===== src/rtl/irq_daisy_pkg.sv =====
package irq_daisy_pkg;
  function automatic int unsigned code_width(int unsigned n);
    return (n < 2) ? 1 : $clog2(n);
  endfunction
endpackage


===== src/rtl/irq_slot.sv =====
module irq_slot #(
  parameter int unsigned CODE_W = 3,
  parameter int unsigned IDX    = 0
) (
  input  logic              clk_i,
  input  logic              rst_ni,
  input  logic              set_i,
  input  logic              mask_i,
  input  logic              tok_i,
  output logic              tok_o,
  output logic              take_o,
  output logic              live_o,
  output logic              raw_o,
  output logic [CODE_W-1:0] code_o
);
  localparam logic [CODE_W-1:0] MyCode = CODE_W'(IDX);

  logic req_q;

  // mask acts as direct clear; a new set wins over the acknowledge clear
  always_ff @(posedge clk_i or negedge rst_ni) begin
    if (!rst_ni)      req_q <= 1'b0;
    else if (mask_i)  req_q <= 1'b0;
    else if (set_i)   req_q <= 1'b1;
    else if (take_o)  req_q <= 1'b0;
  end

  assign live_o = req_q & ~mask_i;
  assign take_o = tok_i & live_o;
  assign tok_o  = tok_i & ~live_o;
  assign raw_o  = req_q;
  assign code_o = take_o ? MyCode : '0;
endmodule


===== src/rtl/irq_code_bus.sv =====
module irq_code_bus #(
  parameter int unsigned NUM_SRC = 8,
  parameter int unsigned CODE_W  = 3
) (
  input  logic [NUM_SRC-1:0][CODE_W-1:0] slot_code_i,
  input  logic [NUM_SRC-1:0]             take_i,
  output logic [CODE_W-1:0]              code_o,
  output logic                           valid_o
);
  // at most one slot takes the token, so an OR merge is exact
  always_comb begin
    code_o = '0;
    for (int i = 0; i < int'(NUM_SRC); i++) code_o |= slot_code_i[i];
  end

  assign valid_o = |take_i;
endmodule


===== src/rtl/irq_daisy_chain.sv =====
module irq_daisy_chain #(
  parameter int unsigned NUM_SRC = 8,
  parameter int unsigned CODE_W  = irq_daisy_pkg::code_width(NUM_SRC)
) (
  input  logic               clk_i,
  input  logic               rst_ni,
  input  logic [NUM_SRC-1:0] set_i,
  input  logic [NUM_SRC-1:0] mask_i,
  input  logic               gie_i,
  input  logic               ack_i,
  output logic               irq_o,
  output logic               valid_o,
  output logic [CODE_W-1:0]  code_o,
  output logic               chain_end_o
);
  logic [NUM_SRC:0]                tok;
  logic [NUM_SRC-1:0]              take;
  logic [NUM_SRC-1:0]              live;
  logic [NUM_SRC-1:0]              req_q;
  logic [NUM_SRC-1:0][CODE_W-1:0]  slot_code;

  assign tok[0] = ack_i;

  for (genvar g = 0; g < int'(NUM_SRC); g++) begin : g_slot
    irq_slot #(.CODE_W(CODE_W), .IDX(g)) u_slot (
      .clk_i  (clk_i),
      .rst_ni (rst_ni),
      .set_i  (set_i[g]),
      .mask_i (mask_i[g]),
      .tok_i  (tok[g]),
      .tok_o  (tok[g+1]),
      .take_o (take[g]),
      .live_o (live[g]),
      .raw_o  (req_q[g]),
      .code_o (slot_code[g])
    );
  end

  irq_code_bus #(.NUM_SRC(NUM_SRC), .CODE_W(CODE_W)) u_bus (
    .slot_code_i (slot_code),
    .take_i      (take),
    .code_o      (code_o),
    .valid_o     (valid_o)
  );

  assign irq_o       = gie_i & (|live);
  assign chain_end_o = tok[NUM_SRC];
endmodule


===== config.mk =====
export PLATFORM = sky130hd
export DESIGN_NAME = irq_daisy_chain
export DESIGN_NICKNAME = d
export VERILOG_FILES = /design/src/rtl/irq_daisy_pkg.sv /design/src/rtl/irq_slot.sv /design/src/rtl/irq_code_bus.sv /design/src/rtl/irq_daisy_chain.sv
export SDC_FILE = /design/constraint.sdc
export NUM_CORES = 1
export LEC_CHECK = 0
export BUFFER_PORTS_ARGS = -buffer_cell sky130_fd_sc_hd__buf_4
export CAP_MARGIN = 20
export CORE_MARGIN = 4
export CORE_UTILIZATION = 50
export DETAILED_ROUTE_END_ITERATION = 10
export PLACE_DENSITY_LB_ADDON = 0.2
export SYNTH_ARGS = -nofsm -noshare
export SYNTH_HDL_FRONTEND = slang
export SYNTH_HIERARCHICAL = 1
export SYNTH_SLANG_ARGS = --single-unit

===== constraint.sdc =====
create_clock -name clk_i -period 3.2 [get_ports clk_i]
set_clock_uncertainty 0.1 [all_clocks]
set_input_delay 0.64 -clock clk_i [delete_from_list [all_inputs] [get_ports clk_i]]
set_output_delay 0.64 -clock clk_i [all_outputs]
set_load 0.05 [all_outputs]

==> run metrics, run 1 <==
status=finished clean; minimum clock period=3.09 ns; CTS root buf=clkbuf_4; fin nets=137; die width=48.5 um; GRT Total Usage=0.134; pre-CTS setup slack=-0.0833 ns; H-tree Lvls=1; commonest non-fill, non-tap cell in the layout=buf_4; Clock transition at path regs=0.06 ns; first-pass GRT wire length=2.49 mm; PortBufs=25; TritonCTS Buffers=3; drt total wl=1.43 mm; crit path kind=in2out; metal2 WL=727 um; post-synthesis sequential area ratio=0.244; drt via density=4.48; Yosys reg bits=8; top post-synthesis cells by area=dfrtp_1 (24%), buf_4 (22%), nor2b_4 (13%); most frequent cells in the layout=buf_4 (26), nor2b_4 (14), conb_1 (12); Max Used Layer=met4; wire per inst=10.9 um; Hold Fails Final Rpt=0; dpl hpwl=1.09 mm; crit path from=mask_i[0]; met3 WL post-DR=75 um; WP data required=2.46 ns; final instance area=1000 um^2; largest net degree at the start of global routing=9; Synth area leader=dfrtp_1; R2R depth=11; WP data arrival=2.35 ns; drt first-iter violations=6; crit path to=code_o[0]; CTS sink cnt=8; Initial Util=0.539; Final Wtd Congestion=0.742; Largest register FFs=8; source of the worst register-to-register timing path=g_slot[0].u_slot/raw_o; total core area=1520 um^2; vias in the first global route=600; GRT overflow=0; initial antenna violation count=0; Cells after Synth=102; Leakage=0.508 nW; fmax=323 MHz; M1 wire length=611 um; slack of the worst reg-to-reg path=1.12 ns; site row count=14; R2R Path End=g_slot[7].u_slot/raw_o; share of post-route cells with drive strength above 1=0.435; Mapped Area=822 um^2; die height=48.5 um; Worst setup EP type=output pin; YS warnings=6; CTS tree=yes; routed via count=587; io pins=26; Synth top area share=0.244; Antenna diodes=0; crit path launch type=input port; max cap viols=0; Hold Path Class=in2async; final setup vio count=0; DRC=0; latest clock arrival within the worst-skew pair=0.26 ns; Syn Area/Cell=8.06 um^2; pwr/cell area=307 nW/um^2; Worst Slack Setup Final=0.106 ns; Syn-to-layout area delta=22.1%; Distinct cells, synth=12; period utilization=0.967; Area after DPL=893 um^2; DRT antenna net count=0; worst IR drop on VDD=0.209 mV; drt first pass iters=4; deepest clock path buffer count=2; fin. max-slew vios=0; Worst Path Max Fanout=4; full die area=2360 um^2
==> stage by stage <==
step / total power, mW / util / cells / setup TNS, ns / hold WS (ns)
CTS: 0.303 / 0.629 / 131 / 0 / 0.0865
global placement: 0.213 / 0.586 / 127 / -0.597 / 0.366
detailed placement: 0.214 / 0.586 / 127 / -0.305 / 0.368
finish: 0.308 / 0.658 / 131 / 0 / 0.0917
floorplan: 0.188 / - / 107 / 0 / 0.244
global route: 0.330 / 0.658 / 131 / -0.0421 / 0.0854
==> cell type report <==
class                   instances  area (um^2)
repair buffers                 29          229
clock buffers                   3         22.5
flip-flops and latches          8          200
inverters                       8         30.0
well taps                      16         20.0
multi-input cells              67          502
fillers                       130          520
==> critical path, stage by stage <==
cell and delay, ns:
buf_4 0.10, nor2b_4 0.04, nor2b_1 0.14, nor2b_4 0.17, nor2b_4 0.15, nor2b_4 0.17
nor2b_4 0.17, nor2b_4 0.16, nor2b_4 0.14, and2_4 0.18, nor4_1 0.05, nand2_1 0.06
buf_4 0.19
==> cells in the mapped netlist <==
master and number:
a21boi_1 1, a21oi_1 8, and2_1 8, buf_4 24, conb_1 7, dfrtp_1 8
inv_1 8, nand2_1 4, nand2b_1 8, nor2b_1 8, nor2b_4 8, nor4_1 10
==> kinds of logic after synthesis <==
family / share of synthesized area
other: 0.0320
buffers and inverters: 0.256
AND/OR/NAND/NOR: 0.411
flip-flops: 0.244
AO/OA/AOI/OAI: 0.0578
==> worst min path at each step <==
stage	start	end	slack, ns	cells after the start
after floorplan	rst_ni	g_slot[0].u_slot/raw_o	0.24	0
after global placement	rst_ni	g_slot[2].u_slot/raw_o	0.37	1
after detailed placement	rst_ni	g_slot[1].u_slot/raw_o	0.37	1
after CTS	rst_ni	g_slot[1].u_slot/raw_o	0.09	1
after global routing	rst_ni	g_slot[4].u_slot/raw_o	0.09	1
final	rst_ni	g_slot[1].u_slot/raw_o	0.09	1
==> power breakdown <==
part	switching [mW]	internal, mW
Combinational	0.0561	0.0608
Sequential	0.00349	0.108
Clock	0.0361	0.0430
==> per-layer routing <==
metal,global-route usage,vias to the layer above
li1,-,310
met5,0,-
met2,0.224,15
met3,0.0307,2
met1,0.154,260
met4,0.0807,0
==> repair_timing <==
item	4_1_cts	5_1_grt
hold buffers	0	0
gates cloned	0	0
pin swaps	2	1
endpoints found under the setup margin	5	5
buffers inserted	1	0
gates resized for setup	10	9
(Power assumes the default switching activity.)
==> run 2, diff against run 1 <==
--- a/config.mk
+++ b/config.mk
@@ -11,6 +11,7 @@
 export CORE_UTILIZATION = 50
 export DETAILED_ROUTE_END_ITERATION = 10
 export PLACE_DENSITY_LB_ADDON = 0.2
+export SETUP_SLACK_MARGIN = 0.2
 export SYNTH_ARGS = -nofsm -noshare
 export SYNTH_HDL_FRONTEND = slang
 export SYNTH_HIERARCHICAL = 1
==> run 2 against run 1 <==
Against the previous run: utilization rose by 8.2 points; fmax rose by 0.42%; sequential power barely moved; hold slack improved by 0.0027 ns; count of clock-buffer cells in the layout did not move; register-to-register slack barely moved; global-route usage rose by 0.51 points; clock power barely moved; die area did not move; combinational power rose by 16%; worst setup slack improved by 0.013 ns; critical path depth rose by 1; highest routed layer unchanged.
==> run metrics, run 2 (synthesis results as in run 1) <==
dpl hpwl=1.17 mm (+6.8%); R2R Path End=g_slot[7].u_slot/raw_o; fmax=325 MHz (+0.42%); die height=48.5 um (unchanged); GRT overflow=0 (unchanged); slack of the worst reg-to-reg path=1.11 ns (about the same); total core area=1520 um^2 (unchanged); site row count=14 (unchanged); wire per inst=11.4 um (+4.5%); deepest clock path buffer count=2 (unchanged); Worst setup EP type=output pin; R2R depth=12 (+1); fin. max-slew vios=0 (unchanged); crit path from=mask_i[0]; first-pass GRT wire length=2.60 mm (+4.5%); Worst Path Max Fanout=3 (-1); io pins=26 (unchanged); Initial Util=0.539 (unchanged); Hold Fails Final Rpt=0 (unchanged); share of post-route cells with drive strength above 1=0.528 (+0.0937); minimum clock period=3.08 ns (-0.0128 ns); Worst Slack Setup Final=0.119 ns (+0.0128 ns); drt via density=4.57 (+2.0%); crit path kind=in2out; DRC=0 (unchanged); WP data arrival=2.34 ns (about the same); initial antenna violation count=0 (unchanged); worst IR drop on VDD=0.210 mV (+0.70%); pre-CTS setup slack=-0.0590 ns (+0.0243 ns); CTS sink cnt=8 (unchanged); final setup vio count=0 (unchanged); Antenna diodes=0 (unchanged); drt first-iter violations=10 (+4); most frequent cells in the layout=buf_4 (30), nor2b_4 (15), conb_1 (12); source of the worst register-to-register timing path=g_slot[0].u_slot/raw_o; GRT Total Usage=0.140 (+0.00514); Largest register FFs=8 (unchanged); latest clock arrival within the worst-skew pair=0.25 ns (about the same); Leakage=0.578 nW (+14%); pwr/cell area=290 nW/um^2 (-5.5%); die width=48.5 um (unchanged); Final Wtd Congestion=0.744 (+0.24%); commonest non-fill, non-tap cell in the layout=buf_4; Tot Pwr=0.327 mW (+6.3%); RSZ-0062 raised after global routing=yes; period utilization=0.963 (-0.00400); routed via count=635 (+8.2%); WP data required=2.46 ns (about the same); CTS root buf=clkbuf_4; status=finished clean; vias in the first global route=601 (+0.17%); Clock transition at path regs=0.06 ns (about the same); Hold Path Class=in2async; DRT antenna net count=0 (unchanged); largest net degree at the start of global routing=9 (unchanged); TritonCTS Buffers=3 (unchanged); full die area=2360 um^2 (unchanged); PortBufs=25 (unchanged); max cap viols=0 (unchanged); H-tree Lvls=1 (unchanged); fin nets=145 (+5.8%); drt first pass iters=2 (-2); Syn-to-layout area delta=37.3%; CTS tree=yes; crit path launch type=input port; drt total wl=1.58 mm (+11%)
==> run 2: timing repair <==
| action | 4_1_cts | 5_1_grt |
|---|---|---|
| gates resized for setup | 20 | 5 |
| setup endpoints to repair | 5 | 5 |
| cloned | 0 | 0 |
| setup buffers | 6 | 2 |
| pin swaps | 2 | 2 |
| hold buffers | 0 | 0 |
==> run 2: worst max path at each step <==
stage	to	slack (ns)	cells after the start
finish	code_o[0]	0.12	14
global placement	code_o[1]	0.001	13
CTS	code_o[1]	0.1	12
global route	code_o[0]	-0.0003	13
floorplan	code_o[1]	0.21	12
detailed placement	code_o[1]	-0.06	13
==> run 2: power breakdown <==
part | total, mW | switching [mW] | internal (mW)
registers | 0.112 | 0.00381 | 0.108
logic | 0.136 | 0.0618 | 0.0742
clock network | 0.0790 | 0.0360 | 0.0430
total | 0.327 | 0.102 | 0.225
==> run 2: routing by layer <==
layer / global-route usage / routed length [um] / part of all wire / up-vias
li1: - / - / - / 329
met1: 0.173 / 658 / 0.42 / 289
met2: 0.235 / 841 / 0.53 / 15
met3: 0.0184 / 78 / 0.049 / 2
met4: 0.0673 / 4 / 0.0025 / 0
met5: 0 / 0 / 0 / -
==> run 2: final cells by class <==
class	instances	area (um^2)
Multi-Input combinational cell	67	537
Inverter	8	30.0
Tap cell	16	20.0
Clock buffer	3	22.5
Timing Repair Buffer	37	319
Fill cell	108	395
Sequential cell	8	200
==> run 2: critical path, cell delays in order <==
cell and delay [ns]:
buf_8 0.10, nor2b_4 0.13, nor2b_4 0.05, nor2b_4 0.12, nor2b_4 0.13, nor2b_4 0.12, nor2b_4 0.12, nor2b_4 0.12
nor2b_4 0.12, and2_4 0.15, buf_6 0.11, nor4_2 0.15, nand2_2 0.09, buf_8 0.16
==> run 2: stage by stage <==
| stage | setup TNS (ns) | hold WS [ns] | utilization | instances | cell area [um^2] |
|---|---|---|---|---|---|
| floorplan | 0 | 0.244 | - | 107 | 891 |
| global placement | 0 | 0.365 | 0.622 | 128 | 948 |
| detailed placement | -0.192 | 0.367 | 0.622 | 128 | 948 |
| CTS | 0 | 0.0905 | 0.718 | 137 | 1090 |
| global route | -0.000309 | 0.0873 | 0.741 | 139 | 1130 |
| finish | 0 | 0.0944 | 0.741 | 139 | 1130 |
==> run 3, diff against run 2 <==
--- a/config.mk
+++ b/config.mk
@@ -9,7 +9,9 @@
 export CAP_MARGIN = 20
 export CORE_MARGIN = 4
 export CORE_UTILIZATION = 50
+export CTS_CLUSTER_DIAMETER = 30
 export DETAILED_ROUTE_END_ITERATION = 10
+export MAX_ROUTING_LAYER = met4
 export PLACE_DENSITY_LB_ADDON = 0.2
 export SETUP_SLACK_MARGIN = 0.2
 export SYNTH_ARGS = -nofsm -noshare
==> run 3 against run 2 <==
Against the previous run: register-to-register slack barely moved; non-clock buffer count did not move; global-route usage rose by 0.45 points; fmax barely moved; utilization did not move; flip-flop and latch count did not move; routed wire length rose by 0.13%; total power rose by 0.25%; sequential power barely moved; count of clock-buffer cells in the layout did not move; final area did not move; worst setup slack improved by 0.0010 ns; critical path type unchanged; critical endpoint unchanged; largest power group unchanged.
==> run metrics, run 3 (synthesis results as in run 1) <==
DRT antenna net count=0 (unchanged); TritonCTS Buffers=3 (unchanged); final instance area=1130 um^2 (unchanged); combinational share of power=0.415 (about the same); initial antenna violation count=0 (unchanged); most frequent cells in the layout=buf_4 (30), nor2b_4 (15), conb_1 (12); Initial Util=0.539 (unchanged); Worst Slack Setup Final=0.120 ns (+0.00104 ns); pwr/cell area=290 nW/um^2 (+0.25%); Tot Pwr=0.328 mW (+0.25%); crit path kind=in2out; routed via count=635 (unchanged); max incr delay on CP=0.16 ns (about the same); full die area=2360 um^2 (unchanged); status=finished clean; Worst path most repeated cell=nor2b_4; Top delay family on crit path=simple AND/OR/NAND/NOR gates; site row count=14 (unchanged); layout filler cell count=108 (unchanged); Net Sw Power=0.102 mW (+0.75%); Leakage=0.578 nW (unchanged); DRC=0 (unchanged); io pins=26 (unchanged); CTS tree=yes; drt total wl=1.58 mm (+0.13%); sequential share of power=0.341 (about the same); pre-CTS setup slack=-0.0590 ns (unchanged); Area after DPL=948 um^2 (unchanged); minimum clock period=3.08 ns (-0.00104 ns); wire per inst=11.4 um (+0.13%); WP data required=2.46 ns (about the same); share of post-route cells with drive strength above 1=0.528 (unchanged); final setup vio count=0 (unchanged); commonest non-fill, non-tap cell in the layout=buf_4; largest net degree at the start of global routing=9 (unchanged); fin. max-slew vios=0 (unchanged); H-tree Lvls=1 (unchanged); Worst setup EP type=output pin; Clock transition at path regs=0.06 ns (about the same); deepest clock path buffer count=2 (unchanged); crit path launch type=input port; fmax=325 MHz (about the same); Hold Path Class=in2async; GRT overflow=0 (unchanged); dpl hpwl=1.17 mm (unchanged); Pint=0.225 mW (about the same); RSZ-0062 raised after global routing=yes; CP max-delay cell=buf_8; GRT Total Usage=0.144 (+0.00445); fin nets=145 (unchanged); WP data arrival=2.34 ns (about the same); Cell Chain, Critical Path=buf_8 -> nor2b_4 -> nor2b_4 -> nor2b_4 -> nor2b_4 -> nor2b_4 -> nor2b_4 -> nor2b_4 -> nor2b_4 -> and2_4 -> buf_6 -> nor4_2 -> nand2_2 -> buf_8; max cap viols=0 (unchanged); Hold Fails Final Rpt=0 (unchanged); die height=48.5 um (unchanged); hold_ws=0.0924 ns (-0.00200 ns); first-pass GRT wire length=2.62 mm (+0.54%); drt first-iter violations=9 (-1); worst IR drop on VDD=0.213 mV (+1.5%); Final Wtd Congestion=0.754 (+1.3%); Switching Share=0.312 (+0.00157); CTS root buf=clkbuf_4; CP bufs+invs=3 (unchanged); CTS sink cnt=8 (unchanged); clock power share=0.244 (+0.002); drt via density=4.57 (unchanged); Largest register FFs=8 (unchanged); Syn-to-layout area delta=37.3% (unchanged); vias in the first global route=601 (unchanged); setup_tns=0 ns (unchanged); PortBufs=25 (unchanged); drt first pass iters=2 (unchanged); period utilization=0.963 (about the same); latest clock arrival within the worst-skew pair=0.26 ns (about the same); die width=48.5 um (unchanged); total core area=1520 um^2 (unchanged); Worst Path Max Fanout=3 (unchanged); Antenna diodes=0 (unchanged)
-- run 3: cell counts in the layout (fill, tap and decap cells not counted) --
Identical to the previous run, type by type.
-- run 3: power by group through the flow --
stage               clock network [mW]  registers (mW)  logic, mW
finish                          0.0799           0.112      0.136
global route                    0.0885           0.113      0.147
CTS                             0.0822           0.112      0.130
detailed placement                   0           0.113      0.109
global placement                     0           0.113      0.108
floorplan                            0           0.113     0.0822
-- run 3: what timing repair did --
action,CTS,global route
setup endpoints to repair,5,5
hold buffers,0,0
pin swaps,2,2
resized for setup,20,5
buffers inserted,6,2
-- run 3: per-stage QoR --
| stage | utilization | instances |
|---|---|---|
| after global placement | 0.622 | 128 |
| after global routing | 0.741 | 139 |
| final | 0.741 | 139 |
| after CTS | 0.718 | 137 |
| after detailed placement | 0.622 | 128 |
| after floorplan | - | 107 |
-- run 3: worst register-to-register path, delay by kind of cell (launching register included) --
kind / cells / cell delay (ns)
buf+inv: 2 / 0.19
flops: 1 / 0.37
compound gates: 1 / 0.06
simple gates: 9 / 1.26
-- run 3: final timing paths --
path / from / end / slack (ns) / cells after the start
min in group clk_i: mask_i[0] / g_slot[0].u_slot/raw_o / 0.44 / 2
hold / removal: rst_ni / g_slot[4].u_slot/raw_o / 0.09 / 1
hold reg to reg: g_slot[7].u_slot/raw_o / g_slot[7].u_slot/raw_o / 0.44 / 2
max in group asynchronous: rst_ni / g_slot[1].u_slot/raw_o / 2.78 / 1
setup / recovery: mask_i[0] / code_o[0] / 0.12 / 14
setup reg to reg: g_slot[0].u_slot/raw_o / g_slot[7].u_slot/raw_o / 1.11 / 12
-- run 3: layout make-up --
type                       count  area, um^2  share of cell area
tap                           16        20.0              0.0177
sequential                     8         200               0.177
timing repair buffer          37         319               0.283
clock buffer                   3        22.5              0.0200
multi-input combinational     67         537               0.476
inverter                       8        30.0              0.0266
-- run 3: layer usage --
| metal | track usage | vias to the layer above | part of all wire |
|---|---|---|---|
| li1 | - | 329 | - |
| met1 | 0.175 | 289 | 0.42 |
| met4 | 0.0673 | 0 | 0.0025 |
| met3 | 0.0184 | 2 | 0.049 |
| met5 | - | - | 0 |
| met2 | 0.235 | 15 | 0.53 |
